### config.mk
export PLATFORM = sky130hd
export DESIGN_NAME = fbk_mix
export DESIGN_NICKNAME = d
export VERILOG_FILES = /design/src/rtl/fbk_mix.sv
export SDC_FILE = /design/constraint.sdc
export NUM_CORES = 2
export LEC_CHECK = 0
export BUFFER_PORTS_ARGS = -buffer_cell sky130_fd_sc_hd__buf_2
export CORE_UTILIZATION = 56
export DETAILED_ROUTE_END_ITERATION = 8
export HOLD_SLACK_MARGIN = 0.1
export MAX_ROUTING_LAYER = met4
export PLACE_DENSITY = 0.74
export SYNTH_ARGS = -nofsm -noshare
export SYNTH_HDL_FRONTEND = slang
export SYNTH_SLANG_ARGS = --single-unit
### constraint.sdc
create_clock -name clk -period 5.55 [get_ports clk]
set_input_delay 0.2775 -clock clk [delete_from_list [all_inputs] [get_ports clk]]
set_output_delay 0.2775 -clock clk [all_outputs]
set_load 0.05 [all_outputs]
### src/rtl/fbk_mix.sv
module fbk_mix #(
  parameter int SW   = 12,
  parameter int FW   = 5,
  parameter int FRAC = 4,
  parameter int DW   = 8,
  parameter int OW   = 16
) (
  input  logic          clk,
  input  logic          rst_n,
  input  logic          in_vld,
  input  logic [SW-1:0] chan_a,
  input  logic [SW-1:0] chan_b,
  input  logic [DW-1:0] dly_cyc,
  input  logic [FW-1:0] gain,
  input  logic          use_b,
  input  logic          add_mode,
  output logic [OW-1:0] out_code,
  output logic          out_vld
);
  localparam int TAPS = (1 << DW) - 1;
  localparam int PW   = SW + FW;
  localparam int RW   = SW + 2;
  localparam logic signed [RW-1:0] TOP = RW'((1 << SW) - 1);

  logic [SW-1:0] line [TAPS];
  logic [SW-1:0] tap;
  logic [PW-1:0] prod;
  logic          s1_vld, s1_add;
  logic [SW-1:0] s1_scl, s1_opb;
  logic signed [RW-1:0] sum;
  logic [SW-1:0] sat;

  always_ff @(posedge clk or negedge rst_n) begin
    if (!rst_n) begin
      for (int i = 0; i < TAPS; i++) line[i] <= '0;
    end else begin
      line[0] <= chan_a;
      for (int i = 1; i < TAPS; i++) line[i] <= line[i-1];
    end
  end

  assign tap  = (dly_cyc == '0) ? chan_a : line[dly_cyc - DW'(1)];
  assign prod = PW'(tap) * PW'(gain);

  always_ff @(posedge clk or negedge rst_n) begin
    if (!rst_n) begin
      s1_vld <= 1'b0;
      s1_add <= 1'b0;
      s1_scl <= '0;
      s1_opb <= '0;
    end else begin
      s1_vld <= in_vld;
      if (in_vld) begin
        s1_add <= add_mode;
        s1_scl <= prod[FRAC +: SW];
        s1_opb <= use_b ? chan_b : '0;
      end
    end
  end

  assign sum = s1_add ? $signed({2'b00, s1_opb}) + $signed({2'b00, s1_scl})
                      : $signed({2'b00, s1_opb}) - $signed({2'b00, s1_scl});
  assign sat = (sum < 0) ? '0 : (sum > TOP) ? '1 : sum[SW-1:0];

  always_ff @(posedge clk or negedge rst_n) begin
    if (!rst_n) begin
      out_vld  <= 1'b0;
      out_code <= '0;
    end else begin
      out_vld <= s1_vld;
      if (s1_vld) out_code <= {sat, {(OW-SW){1'b0}}};
    end
  end

  assert_vld_lag_R2: assert property (@(posedge clk) disable iff (!rst_n)
    in_vld |-> ##2 out_vld);

  assert_hold_R8: assert property (@(posedge clk) disable iff (!rst_n)
    !out_vld |-> $stable(out_code));

  assert_zero_gain_R4: assert property (@(posedge clk) disable iff (!rst_n)
    (in_vld && gain == '0 && !use_b) |-> ##2 (out_code == '0));

  assert_zero_opnd_sub_R5: assert property (@(posedge clk) disable iff (!rst_n)
    (in_vld && !use_b && !add_mode) |-> ##2 (out_code == '0));

  assert_add_no_wrap_R7: assert property (@(posedge clk) disable iff (!rst_n)
    (in_vld && use_b && add_mode) |-> ##2 (out_code >= {$past(chan_b, 2), {(OW-SW){1'b0}}}));

  assert_sub_no_wrap_R6: assert property (@(posedge clk) disable iff (!rst_n)
    (in_vld && use_b && !add_mode) |-> ##2 (out_code <= {$past(chan_b, 2), {(OW-SW){1'b0}}}));
endmodule

==> metrics <==
GP Congestion=roughly 0.85; CP Max Fanout=4; max cap viols=0; drt pass-1 iters=7; unrepaired setup endpoints after global routing=yes; clk buf depth=4; pwr dens=~380 nW/µm²; setup ws final=-0.555 ns; fin area=between 100,000 and 150,000 µm²; Post-Place Cells=around 8,000; GRT Total Usage=between 20% and 30%; share of post-route cells with drive strength above 1=approximately 36%; CTS sink cnt=roughly 3,100; failing checks=design-rule violations, negative setup slack; Die Span Y=approximately 440 µm; Rows=159; final hold vios=0; Layout Skew=roughly 0.047 ns; chip width=about 440 µm; Max Slew Vio Count=0; mapped cell area=~110,000 µm²; worst reg-to-reg setup slack=-0.55 ns; Yosys cell types=about 80; Worst Hold Class=input port to async pin; Routed Antenna Nets=0; Design Power=~48 mW; routed vias=approximately 50,000; Crit Path Class=flop to flop; period utilization=110%; root buf cell=clkbuf_16; largest net degree at the start of global routing=~220; Port Buffers=54; Critical Path End Type=flop; worst slack at placement=-1.54 ns; DR vias/cell=just under 6; worst slew pin tran=~1.1 ns; area share of the largest cell type after synthesis=73.2%; DP Area=approximately 110,000 µm²; Final nets=6,016; vias in the first global route=57,024; GRT overflow=0; drt total wl=a little over 200,000 µm; WP data required=approximately 6.4 ns; RR Endpoint=s1_scl[11]; part of the Yosys area used for sequential elements=73.2%; setup violators final=12; post-DR wirelength/cell=roughly 24 µm; startpoint types=flop; filler instances=about 11,000; GRT busiest layer=met2; Max VDD drop=381 µV; initial core utilization=between 50% and 60%; cells on worst reg2reg path=22; Synth top cells by count=dfrtp_1, mux4_2, inv_1; status=complete, but fails checks; I/O Pins=between 50 and 60; GR Util met2=between 30% and 40%; Async SR Flop Fraction=100%; first-pass GRT wire length=335,000 µm; number of CTS-inserted buffers=between 300 and 400; clock-pin transition on the worst setup and hold timing paths=~0.070 ns; EDFF count, synth=0; met1 Usage GRT=33.7%; H-tree levels=5; Fmax=approximately 160 MHz; Synth Instances=5,081; mean post-synth cell area=approximately 21 µm²; CTS tree=done; Leak Pwr=approximately 60 nW; Area contributors post-synth=dfrtp_1, mux4_2, fa_1; synthesis-to-layout area growth=18.4%; antenna violations before repair=4; core area=approximately 190,000 µm²; final cell count without fillers=~8,600; crit path DAT=around 7 ns; most numerous cell in the Yosys netlist=dfrtp_1; Final HPWL DP=120,000 µm; Most used DFF post-synth=dfrtp_1; latest clock arrival within the worst-skew pair=about 0.93 ns; area of the die=about 190,000 µm²; Synth Register Bits=between 3,000 and 4,000; initial DRC count=3,723; Finished Core Util=roughly 67%; synth warn=0; final routed DRC violation total=2; grt met3 use=under 10%; RR Startpoint=line[267]; Tmin final=6.10 ns; max_slew headroom=24.9%; top cell type by total area after synthesis=dfrtp_1
==> report_power, final <==
group,switching [mW],internal [mW]
clock,8.44,12.6
combinational,1.99,1.46
sequential,0.181,22.9
==> stage by stage <==
stage / setup TNS [ns] / hold WS, ns
finish: -4.48 / 0.0742
global route: -6.52 / 0.109
CTS: -4.99 / 0.101
detailed placement: -15.05 / 0.354
global placement: -14.28 / 0.348
floorplan: -10.44 / -0.0181
==> timing repair <==
item,CTS,global route
endpoints found under the hold margin,136,0
buffers inserted,15,4
hold buffers,66,0
endpoints found under the setup margin,11,12
gates resized for setup,18,19
pin swaps,22,17
==> registers in the layout, summed over array words and instances, names as in the netlist <==
name and count:
s1_vld 1, s1_scl 12, line 3060, s1_opb 12, s1_add 1, out_code 12, out_vld 1
==> cell type report <==
class / count / area, µm² / share of cell area, %
sequential: 3099 / 77500 / 61.8
multi-input combinational: 1618 / 26900 / 21.5
clock buffer: 450 / 9260 / 7.38
timing repair buffer: 754 / 7120 / 5.68
tap: 2495 / 3120 / 2.49
clock inverter: 89 / 1060 / 0.848
inverter: 109 / 422 / 0.336
antenna: 4 / 10.0 / 0.00798
==> worst max path at each step <==
| stage | to | slack, ns | from |
|---|---|---|---|
| final | s1_scl[11] | -0.55 | line[267] |
| after global placement | s1_scl[11] | -1.40 | dly_cyc[1] |
| after detailed placement | s1_scl[11] | -1.54 | dly_cyc[1] |
| after CTS | s1_scl[11] | -0.57 | line[2489] |
| after floorplan | s1_scl[10] | -1.16 | dly_cyc[0] |
| after global routing | s1_scl[11] | -0.72 | line[315] |
==> cell usage in the layout (no fill, tap or decap), types with 8 or more instances in the layout <==
cell type,Yosys,final
dfrtp_1,3099,3099
mux4_2,940,940
buf_4,29,516
clkbuf_16,0,322
buf_12,4,111
inv_1,105,103
nand2_1,98,96
clkbuf_8,0,72
dlygate4sd3_1,0,66
nor2_1,70,65
o21ai_0,66,64
mux2i_1,58,58
clkbuf_1,98,56
buf_2,94,52
clkinv_2,0,49
ha_1,48,41
a21oi_1,31,31
fa_1,30,28
nand3_1,22,22
bufinv_16,0,22
mux4_1,20,20
nor3_1,18,17
xnor2_1,22,17
a21o_1,13,13
and2_1,8,8
clkinvlp_4,0,8
buf_6,19,8
==> kinds of logic (layout without fill, tap and decap cells) <==
group,after synthesis,count (layout),synth area share [%]
flops,3099,3099,73.2
mux,1032,1032,21.2
buf+inv,367,1402,1.72
simple gates,281,281,1.27
compound gates,195,195,1.22
fa+ha+maj,78,78,1.13
xor+xnor,28,28,0.246
other cells,1,8,0.00354
==> critical path: stages, from the launching register on <==
cell,delay [ns]
dfrtp_1,0.40
mux4_2,0.47
mux4_2,0.49
mux4_2,0.54
mux4_2,0.52
mux2i_4,0.19
buf_12,0.16
nor2_4,0.04
fa_1,0.51
fa_1,0.52
inv_1,0.05
fa_1,0.49
inv_2,0.04
ha_4,0.26
a21o_1,0.13
a211oi_2,0.08
nand2_1,0.09
o21ai_2,0.06
or3_4,0.39
a31oi_4,0.16
o21ai_2,0.09
a21o_1,0.16
a31oi_1,0.16
==> layer usage <==
layer | share of wire, % | vias up
li1 | - | 20481
met1 | 44 | 27892
met2 | 49 | 1006
met3 | 3.8 | 426
met4 | 2.8 | 0
met5 | 0 | -
No activity file was read; power rests on OpenSTA's default activity.
